File: src/rtl/cfgstrm_pkg.sv
// Package: shared types and the ROM image generator for the bitstream streamer.
// Assumes byte-wide storage; the image is computed, not listed.
package cfgstrm_pkg;
    typedef logic [7:0] byte_t;

    // Image byte for a given index: (k*29 + 0x5A) mod 256
    function automatic byte_t image_byte(input int k);
        return byte_t'((k * 29 + 90) % 256);
    endfunction
endpackage

File: src/rtl/cfgstrm_rom.sv
// Module: byte ROM holding the configuration image.
// Assumes BYTES >= 2; reads are combinational; an out-of-range address returns 0.
module cfgstrm_rom
    import cfgstrm_pkg::*;
#(
    parameter int BYTES = 8,
    parameter int AW    = $clog2(BYTES)
) (
    input  logic [AW:0] addr,
    output byte_t       rd
);
    byte_t mem [BYTES];

    // Fill the image at start-up
    initial begin
        for (int k = 0; k < BYTES; k++) mem[k] = image_byte(k);
    end

    // Combinational read with range guard
    always_comb begin
        if (addr < (AW+1)'(BYTES)) rd = mem[addr[AW-1:0]];
        else                       rd = '0;
    end
endmodule

File: src/rtl/cfgstrm_counter.sv
// Module: bit address counter with terminal-count flag.
// Assumes the owner never asserts adv at the terminal count; clr wins over adv.
module cfgstrm_counter #(
    parameter int LEN_BITS = 60,
    parameter int CW       = 7
) (
    input  logic          clk,
    input  logic          rst_n,
    input  logic          clr,
    input  logic          adv,
    output logic [CW-1:0] cnt,
    output logic          term
);
    // Count up on adv, clear on reset or clr
    always_ff @(posedge clk) begin
        if (!rst_n || clr) cnt <= '0;
        else if (adv)      cnt <= cnt + 1'b1;
    end

    assign term = (cnt == CW'(LEN_BITS));


    cnt_bound_chk: assert property (@(posedge clk) disable iff (!rst_n)
        cnt <= CW'(LEN_BITS));

    no_adv_at_term_chk: assert property (@(posedge clk) disable iff (!rst_n)
        term |-> !adv);

    clr_zero_chk: assert property (@(posedge clk) disable iff (!rst_n)
        clr |=> (cnt == '0));
endmodule

File: src/rtl/cfgstrm_cfpulse.sv
// Module: fixed-width pulse generator for the open-drain configuration line.
// Assumes CF_WIDTH >= 1; a command while the pulse is running is dropped.
module cfgstrm_cfpulse #(
    parameter int CF_WIDTH = 4,
    parameter int PW       = $clog2(CF_WIDTH + 1)
) (
    input  logic clk,
    input  logic rst_n,
    input  logic cmd,
    output logic drive_low
);
    logic [PW-1:0] left_q;

    // Load the width on an idle command, then count down to zero
    always_ff @(posedge clk) begin
        if (!rst_n)                      left_q <= '0;
        else if (left_q != '0)           left_q <= left_q - PW'(1);
        else if (cmd)                    left_q <= PW'(CF_WIDTH);
    end

    assign drive_low = (left_q != '0);


    cf_no_retrigger_chk: assert property (@(posedge clk) disable iff (!rst_n)
        (left_q != '0) |=> (left_q == $past(left_q) - PW'(1)));

    cf_start_chk: assert property (@(posedge clk) disable iff (!rst_n)
        (cmd && left_q == '0) |=> (left_q == PW'(CF_WIDTH)));
endmodule

File: src/rtl/cfg_bitstreamer.sv
// Module: top of the cascadable serial bitstream streamer.
// Shifts ROM bits MSB-first while enabled, hands off to the next device at the
// end of the image, and releases the data line in reset, standby and after handoff.
// Assumes LEN_BITS <= 8*BYTES and BYTES >= 2; all resets are synchronous.
module cfg_bitstreamer #(
    parameter int BYTES    = 8,
    parameter int LEN_BITS = 60,
    parameter int CF_WIDTH = 4
) (
    input  logic clk,
    input  logic por_n,
    input  logic rst_oe_n,
    input  logic ce_n,
    input  logic cfg_cmd,
    output logic data_o,
    output logic data_oe,
    output logic chain_en_n,
    output logic cf_drive_low
);
    import cfgstrm_pkg::*;

    localparam int AW = $clog2(BYTES);
    localparam int CW = AW + 4;

    logic          run;
    logic          term;
    logic          adv;
    logic [CW-1:0] cnt;
    byte_t         rom_byte;
    logic          cur_bit;
    logic          dq, oe_q, ceo_q;

    assign run = rst_oe_n && !ce_n;
    assign adv = por_n && run && !term;

    cfgstrm_counter #(.LEN_BITS(LEN_BITS), .CW(CW)) u_cnt (
        .clk(clk), .rst_n(por_n), .clr(!rst_oe_n), .adv(adv),
        .cnt(cnt), .term(term)
    );

    cfgstrm_rom #(.BYTES(BYTES), .AW(AW)) u_rom (
        .addr(cnt[CW-1:3]), .rd(rom_byte)
    );

    // Pick the current bit, MSB first within the byte
    always_comb cur_bit = rom_byte[3'd7 - cnt[2:0]];

    // Output data, drive flag and chain-enable sequencing
    always_ff @(posedge clk) begin
        if (!por_n || !rst_oe_n) begin
            dq    <= 1'b0;
            oe_q  <= 1'b0;
            ceo_q <= 1'b1;
        end else if (run) begin
            if (!term) begin
                dq   <= cur_bit;
                oe_q <= 1'b1;
            end else begin
                oe_q  <= 1'b0;
                ceo_q <= 1'b0;
            end
        end else begin
            oe_q <= 1'b0;
        end
    end

    assign data_o     = dq;
    assign data_oe    = oe_q && run;
    assign chain_en_n = ceo_q;

    cfgstrm_cfpulse #(.CF_WIDTH(CF_WIDTH)) u_cf (
        .clk(clk), .rst_n(por_n), .cmd(cfg_cmd), .drive_low(cf_drive_low)
    );


    standby_hiz_chk: assert property (@(posedge clk) disable iff (!por_n)
        ce_n |-> !data_oe);

    reset_hiz_chk: assert property (@(posedge clk) disable iff (!por_n)
        !rst_oe_n |-> !data_oe);

    handoff_release_chk: assert property (@(posedge clk) disable iff (!por_n)
        !chain_en_n |-> !data_oe);

    handoff_sticky_chk: assert property (@(posedge clk) disable iff (!por_n)
        (!chain_en_n && rst_oe_n) |=> !chain_en_n);

    por_clear_chk: assert property (@(posedge clk)
        !por_n |=> (chain_en_n && !data_oe && !cf_drive_low));
endmodule

File: config.mk
export PLATFORM = sky130hd
export DESIGN_NAME = cfg_bitstreamer
export DESIGN_NICKNAME = d
export VERILOG_FILES = /design/src/rtl/cfgstrm_pkg.sv /design/src/rtl/cfgstrm_rom.sv /design/src/rtl/cfgstrm_counter.sv /design/src/rtl/cfgstrm_cfpulse.sv /design/src/rtl/cfg_bitstreamer.sv
export SDC_FILE = /design/constraint.sdc
export NUM_CORES = 1
export LEC_CHECK = 0
export BUFFER_PORTS_ARGS = -buffer_cell sky130_fd_sc_hd__buf_2
export CORE_ASPECT_RATIO = 1.5
export CORE_MARGIN = 1.5
export CORE_UTILIZATION = 45
export DETAILED_ROUTE_END_ITERATION = 10
export GPL_ROUTABILITY_DRIVEN = 0
export SLEW_MARGIN = 15
export SYNTH_ARGS = -nofsm -noshare
export SYNTH_HDL_FRONTEND = slang
export SYNTH_SLANG_ARGS = --single-unit
File: constraint.sdc
create_clock -name clk -period 2.35 [get_ports clk]
set_clock_uncertainty 0.05 [all_clocks]
set_input_delay 0.5875 -clock clk [delete_from_list [all_inputs] [get_ports clk]]
set_output_delay 0.5875 -clock clk [all_outputs]
set_load 0.03 [all_outputs]
-- After elaboration in Yosys (flattened, before gate mapping)
Memories as Yosys holds them, arrays and structs flattened. A register that Yosys moved wholly into a read port is not among the register bits.
Cells that the tools add are included.
- flip-flop bits (word level): 13
- memory bits (read-only): 64
- bits of input ports: 5
- output and inout port bits: 4
- logic and storage cells: 36
- memories kept: 1
- add/subtract/negate cells: 3
- order comparisons: 2
- eq/ne operators: 1
- mux-type cells: 8
- bitwise operators: 2
- reduce and logical (&&, ||, !) cells: 14
- memories (memory ; depth ; width ; rd ports ; clocked after memory_dff ; write ports ; line ; source):
    u_rom.mem ; 8 ; 8 ; 1 ; 1 ; 0 ; cfgstrm_rom.sv:12 ; byte_t mem [BYTES];
- operators by type and width (operator ; count):
    two-way mux 3 bit ; 4
    two-way mux 8 bit ; 1
    adder 7 x 1 -> 7 bit (second input constant) ; 1
    equality test 7 x 6 -> 1 bit (second input constant) ; 1
    logical AND 1 bit ; 4
    logical NOT 1 bit ; 4
    < comparator 3 x 4 -> 1 bit (second input constant) ; 1
    < comparator 4 bit (second input constant) ; 1
    AND reduction 2 bit ; 2
    binary-select mux 1 bit (select 3 bit) ; 1
    nonzero test 3 bit ; 1
    subtractor 3 x 1 -> 3 bit (second input constant) ; 1
    subtractor 3 bit (first input constant) ; 1
    two-way mux 1 bit ; 2
    NOT 1 bit ; 2
    nonzero test 2 bit ; 1
    OR reduction 2 bit ; 1
    logical OR 1 bit ; 1

-- Longest topological paths before layout
Gate-level depths: netlist of run 1.
- depth in word-level cells: 6
- gate-level depth with buffers: 9
- gate-level depth less buffers: 9

-- Hierarchy
A second synthesis of run 1 with hierarchy kept.
- cell total of the unflattened synthesis: 90
- area total of the unflattened synthesis: 757.0 µm²
- by module, submodules not included (module ; times used ; cells an instance ; area an instance (µm²) ; sequential area each (µm²)):
    cfgstrm_counter ; 1 ; 35 ; 317.8 ; 140.1
    cfg_bitstreamer ; 1 ; 25 ; 201.4 ; 60.1
    cfgstrm_cfpulse ; 1 ; 15 ; 142.6 ; 60.1
    cfgstrm_rom ; 1 ; 15 ; 95.1 ; 0.0

-- Worst setup path after synthesis of run 1
No wires, ideal clock.
- path kind: register to register
- start: register u_cnt.cnt[0]
- end: register with a tool-made name
- setup time: 0.123 ns
- arrival: 1.986 ns
- data required time: 2.177 ns
- path slack: 0.191 ns
- stages on the path, launching flop included: 9
- path buffers: 0
- period minus slack after synthesis: 2.159 ns
- cells stage by stage: dfxtp_1 > inv_1 > ha_1 > nor2b_1 > a2111oi_4 > mux2i_1 > inv_1 > ha_1 > or2_2
- RTL lines (what ; line ; source):
    start: declaration ; cfgstrm_counter.sv:11 ; output logic [CW-1:0] cnt,
    start signal: assignment ; cfgstrm_counter.sv:17 ; else if (adv) cnt <= cnt + 1'b1;

==> qor.csv, run 1 <==
metric,value,unit
status,finished clean,
Final Max Tran Viols,0,
type of the worst min-delay path,reg2reg,
Slew HR,64.9,%
number of global-route vias before repair,696,
first-pass GRT wire length,2800,µm
number of buffers created by CTS,3,
TritonRoute pass-1 iters,2,
PortBufs,8,
DR vias/cell,5.15,
final hold violations,0,
post-synthesis cell type count,31,
largest net degree at the start of global routing,12,
H-tree levels,1,
critical path endpoint category,flop,
"antenna viol nets, final",0,
area delta synth->final,14.7,%
Worst Tran Pin Value,524,ps
worst hold path depth,2,
initial antenna violation count,0,
crit path max fanout,3,
fin crit period,2200,ps
CTS Sinks,19,
GRT overflow,0,
WP data required,2500,ps
final period utilization,93.7,%
Tot Pwr,0.686,mW
post-synth top area cell,dfxtp_1,
power per cell area,632,nW/µm²
final hold slack,419,ps
clk root buf,clkbuf_4,
R2R cell count,8,
Peak VDD IR,302,µV
clock tree buffer depth,2,
# rows,20,
Final Non-Filler Cells,139,
Synth top area share,40.2,%
Final Setup Violations,0,
TNS Setup,0,ps
startpoint class of the critical path,flop,
placed cell count,134,
Die ar.,2390,µm²
"Cell Area, Placed",1050,µm²
Synth area leaders,"dfxtp_1 (40%), ha_1 (9.3%), mux2i_1 (8.5%)",
share of post-route cells with drive strength above 1,25.6,%
post-synth design cell area,946,µm²
Worst-Skew Late Latency,300,ps
Die W,40.4,µm
RSZ-0062 raised after global routing,no,
I/O pin count,9,
drc violations,0,
DIE HEIGHT,59.2,µm
"Avg Cell Area, Syn",9.55,µm²
Setup CP Type,reg2reg,
pre-CTS WS,65.5,ps
total number of vias,716,
"Design Area, Final",1080,µm²
synthesized net count,111,
DR WL/cell,12.4,µm
DRT Wirelength,1720,µm
Syn Inst Count,99,
Yosys reg bits,19,
final core utilization,54.2,%
CP Data Arrival Time,2350,ps
"Worst Setup Slack, final",148,ps
clk slew on worst S/H paths,110,ps
sequential-to-total area share from yosys stat,40.2,%
Pleak,0.451,nW
f_max,454,MHz
max-cap violations,0,
DP Wirelength,1410,µm
Initial Utilization,47.2,%
Overall Global Routing Usage,17.6,%
# nets final,130,
Diodes inserted,0,
Core Area,2000,µm²
YS warnings,0,
Initial DRC Count,5,
CTS tree,built,
-- cell type report --
type                            count  area [µm²]
Timing Repair Buffer               16         100
Clock buffer                        4        26.3
Sequential cell                    19         382
Fill cell                         206         917
Multi-Input combinational cell     69         515
Inverter                            9        33.8
Tap cell                           22        27.5
-- cells in the mapped netlist --
cell / number
and2_1: 1
and2_2: 1
nor4_1: 1
mux4_2: 1
xnor2_1: 3
buf_2: 1
o2111ai_1: 1
o21ai_0: 3
and3_2: 1
a21oi_2: 1
a211oi_1: 1
nand2b_1: 3
o31ai_1: 1
mux2i_1: 8
nor2b_1: 2
or3_2: 1
o21ai_1: 1
nand3_1: 4
a2111oi_4: 1
ha_1: 7
dfxtp_1: 19
nand4_1: 1
o211ai_1: 1
xor2_1: 2
or2_2: 4
buf_6: 1
a21oi_1: 2
inv_1: 9
or3_1: 1
nand2_1: 4
nor2_1: 12
-- final timing paths --
path                                    from  slack (ps)     end
worst max register to register  u_cnt.cnt[0]         150    flop
worst max-delay path            u_cnt.cnt[0]         150    flop
worst min register to register        data_o         420  data_o
worst min-delay path                  data_o         420  data_o
-- logic make-up (layout without fill, tap and decap cells) --
logic type | after synthesis | count (layout) | synth area share, %
simple gates | 36 | 36 | 19.4
flops | 19 | 19 | 40.2
compound gates | 12 | 12 | 10.3
buf+inv | 11 | 29 | 5.29
mux | 9 | 9 | 10.8
fa+ha+maj | 7 | 7 | 9.26
xor+xnor | 5 | 5 | 4.63
-- report_power, final --
group,internal [mW],total [mW],switching [mW]
Clock,0.0663,0.166,0.100
Combinational,0.0570,0.157,0.0996
Sequential,0.346,0.363,0.0173
Total,0.469,0.686,0.217
-- what timing repair did --
item | 4_1_cts | 5_1_grt
hold buffers | 0 | 0
setup buffers | 0 | 1
hold endpoints to repair | 0 | 0
endpoints found under the setup margin | 0 | 1
resized for setup | 0 | 1
-- placed cells by master (no fill, tap or decap), types with 4 or more instances in the layout --
| master | netlist | layout |
|---|---|---|
| dfxtp_1 | 19 | 18 |
| nor2_1 | 12 | 12 |
| inv_1 | 9 | 9 |
| mux2i_1 | 8 | 8 |
| buf_2 | 1 | 8 |
| buf_4 | 0 | 8 |
| ha_1 | 7 | 7 |
| nand2_1 | 4 | 4 |
| or2_2 | 4 | 4 |
| nand3_1 | 4 | 4 |
-- layer usage --
metal | vias to the layer above | track usage, % | part of all wire, %
li1 | 369 | - | -
met3 | 5 | 3.38 | 1.9
met4 | 0 | 8.57 | 2.2
met1 | 335 | 16.9 | 36
met5 | - | 0 | 0
met2 | 7 | 32.4 | 60
-- critical path: stages (launching register included) --
cell and delay (ps):
dfxtp_1 350, inv_1 90, ha_1 210, nor2b_1 180, a2111oi_4 420, mux2i_1 280
inv_1 80, ha_1 190, or2_2 260
(Power assumes the default switching activity.)
==> inputs of run 2 (changes only) <==
--- a/config.mk
+++ b/config.mk
@@ -11,6 +11,7 @@
 export CORE_UTILIZATION = 45
 export DETAILED_ROUTE_END_ITERATION = 10
 export GPL_ROUTABILITY_DRIVEN = 0
+export PLACE_DENSITY = 0.62
 export SLEW_MARGIN = 15
 export SYNTH_ARGS = -nofsm -noshare
 export SYNTH_HDL_FRONTEND = slang
==> constraint.sdc (replaced) <==
create_clock -name clk -period 2.23 [get_ports clk]
set_clock_uncertainty 0.05 [all_clocks]
set_input_delay 0.5575 -clock clk [delete_from_list [all_inputs] [get_ports clk]]
set_output_delay 0.5575 -clock clk [all_outputs]
set_load 0.03 [all_outputs]
==> run 2 against run 1 <==
Non-clock buffer count up 7; sequential cell count unchanged; clock-buffer cell count unchanged; power up 4.8%; critical path type unchanged; sequential share of layout area down 1.6 points; register-to-register slack about the same; cell count up 5.0%; worst setup slack better by 8.9 ps; via count up 4.3%; die area unchanged; largest cell class unchanged.
==> qor.csv, run 2 (synthesis results as in run 1) <==
metric,value,unit,change
total number of vias,747,,+4.3%
DRT Wirelength,1650,µm,-4.4%
number of global-route vias before repair,742,,+6.6%
area delta synth->final,20.2,%,
critical path endpoint category,flop,,
largest net degree at the start of global routing,12,,unchanged
initial antenna violation count,0,,unchanged
CTS Sinks,19,,unchanged
placed cell count,141,,+5.2%
PortBufs,8,,unchanged
R2R cell count,8,,unchanged
GRT overflow,0,,unchanged
I/O pin count,9,,unchanged
Final Setup Violations,0,,unchanged
clk slew on worst S/H paths,100,ps,about the same
DR WL/cell,11.3,µm,-8.9%
clock tree buffer depth,2,,unchanged
H-tree levels,1,,unchanged
Peak VDD IR,385,µV,+28%
final hold violations,0,,unchanged
CP Data Arrival Time,2210,ps,-140 ps
number of buffers created by CTS,3,,unchanged
WP data required,2370,ps,-130 ps
Crit. Startpoint,u_cnt.cnt[0],,
Filler cells,203,,-1.5%
drc violations,0,,unchanged
DR vias/cell,5.12,,-0.67%
clk root buf,clkbuf_4,,
Die ar.,2390,µm²,unchanged
DIE HEIGHT,59.2,µm,unchanged
Slew HR,78.9,%,+14 points
first-pass GRT wire length,2860,µm,+2.0%
Tot Pwr,0.719,mW,+4.8%
f_max,482,MHz,+6.2%
CTS tree,built,,
max-cap violations,0,,unchanged
reg-to-reg critical path startpoint,u_cnt.cnt[0],,
Worst-Skew Late Latency,290,ps,about the same
Core Area,2000,µm²,unchanged
TNS Setup,0,ps,unchanged
crit path max fanout,2,,-1
type of the worst min-delay path,reg2reg,,
fin crit period,2070,ps,-129 ps
# nets final,137,,+5.4%
Die W,40.4,µm,unchanged
Initial DRC Count,8,,+3
Overall Global Routing Usage,16.9,%,-0.62 points
Diodes inserted,0,,unchanged
power per cell area,632,nW/µm²,about the same
share of post-route cells with drive strength above 1,29.8,%,+4.2 points
Worst Tran Pin Value,314,ps,-210 ps
pre-CTS WS,-26.0,ps,-91.5 ps
Pleak,0.484,nW,+7.3%
Reg area,382,µm²,unchanged
Final Non-Filler Cells,146,,+5.0%
most frequent cells in the layout,"dfxtp_1 (18), buf_4 (15), nor2_1 (12), inv_1 (9)",,
"most common cell after layout, fill and taps aside",dfxtp_1,,
status,finished clean,,
Multi-input gate area,515,µm²,unchanged
Setup CP Type,reg2reg,,
DP Wirelength,1340,µm,-4.9%
RSZ-0062 raised after global routing,no,,
# rows,20,,unchanged
"reg-to-reg slack, setup",160,ps,about the same
startpoint class of the critical path,flop,,
final period utilization,93.0,%,-0.74 points
Final Max Tran Viols,0,,unchanged
"Worst Setup Slack, final",156,ps,+8.86 ps
"antenna viol nets, final",0,,unchanged
Initial Utilization,47.2,%,unchanged
TritonRoute pass-1 iters,4,,+2
## run 2: metal layers
| metal | share of wire [%] | global-route usage (%) | vias up |
|---|---|---|---|
| li1 | - | - | 383 |
| met1 | 38 | 16.6 | 353 |
| met2 | 59 | 32.2 | 9 |
| met3 | 2.6 | 3.38 | 2 |
| met4 | 0.55 | 5.71 | 0 |
| met5 | 0 | 0 | - |
## run 2: cell type report
| type | count | share of cell area [%] |
|---|---|---|
| Sequential cell | 19 | 33.6 |
| Multi-Input combinational cell | 69 | 45.3 |
| Timing Repair Buffer | 23 | 13.4 |
| Inverter | 9 | 2.97 |
| Tap cell | 22 | 2.42 |
| Clock buffer | 4 | 2.31 |
## run 2: worst min path at each step
stage                   startpoint        endpoint  slack [ps]  cells past startpoint
CTS                          por_n      chain_en_n         420                      2
global route                 por_n      chain_en_n         420                      2
global placement            data_o          data_o         400                      2
finish                      data_o          data_o         420                      2
floorplan           u_cf.left_q[1]  u_cf.left_q[1]         400                      2
detailed placement          data_o          data_o         410                      2
## run 2: stage by stage
stage                     hold slack, ps  utilization, %  instance area (µm²)
after floorplan                      404               -                  946
after global placement               403            55.1                 1100
after detailed placement             409            55.1                 1100
after CTS                            417            56.4                 1130
after global routing                 419            56.8                 1140
final                                420            56.8                 1140
## run 2: what timing repair did
item,4_1_cts,5_1_grt
resized for setup,0,1
endpoints found under the setup margin,0,1
setup buffers,0,1
hold buffers,0,0
## run 2: critical path: stages, from the launching register on
cell       delay (ps)
dfxtp_2           340
inv_1              50
ha_1              200
nor2b_1           170
a2111oi_4         330
mux2i_1           270
inv_1              90
ha_1              200
or2_2             260
## run 2: power by group
group / total [mW] / switching, mW / leakage [nW] / internal [mW]
combinational: 0.168 / 0.106 / 0.314 / 0.0622
sequential: 0.380 / 0.0159 / 0.155 / 0.365
clock: 0.171 / 0.101 / 0.0150 / 0.0695
total: 0.719 / 0.223 / 0.484 / 0.496
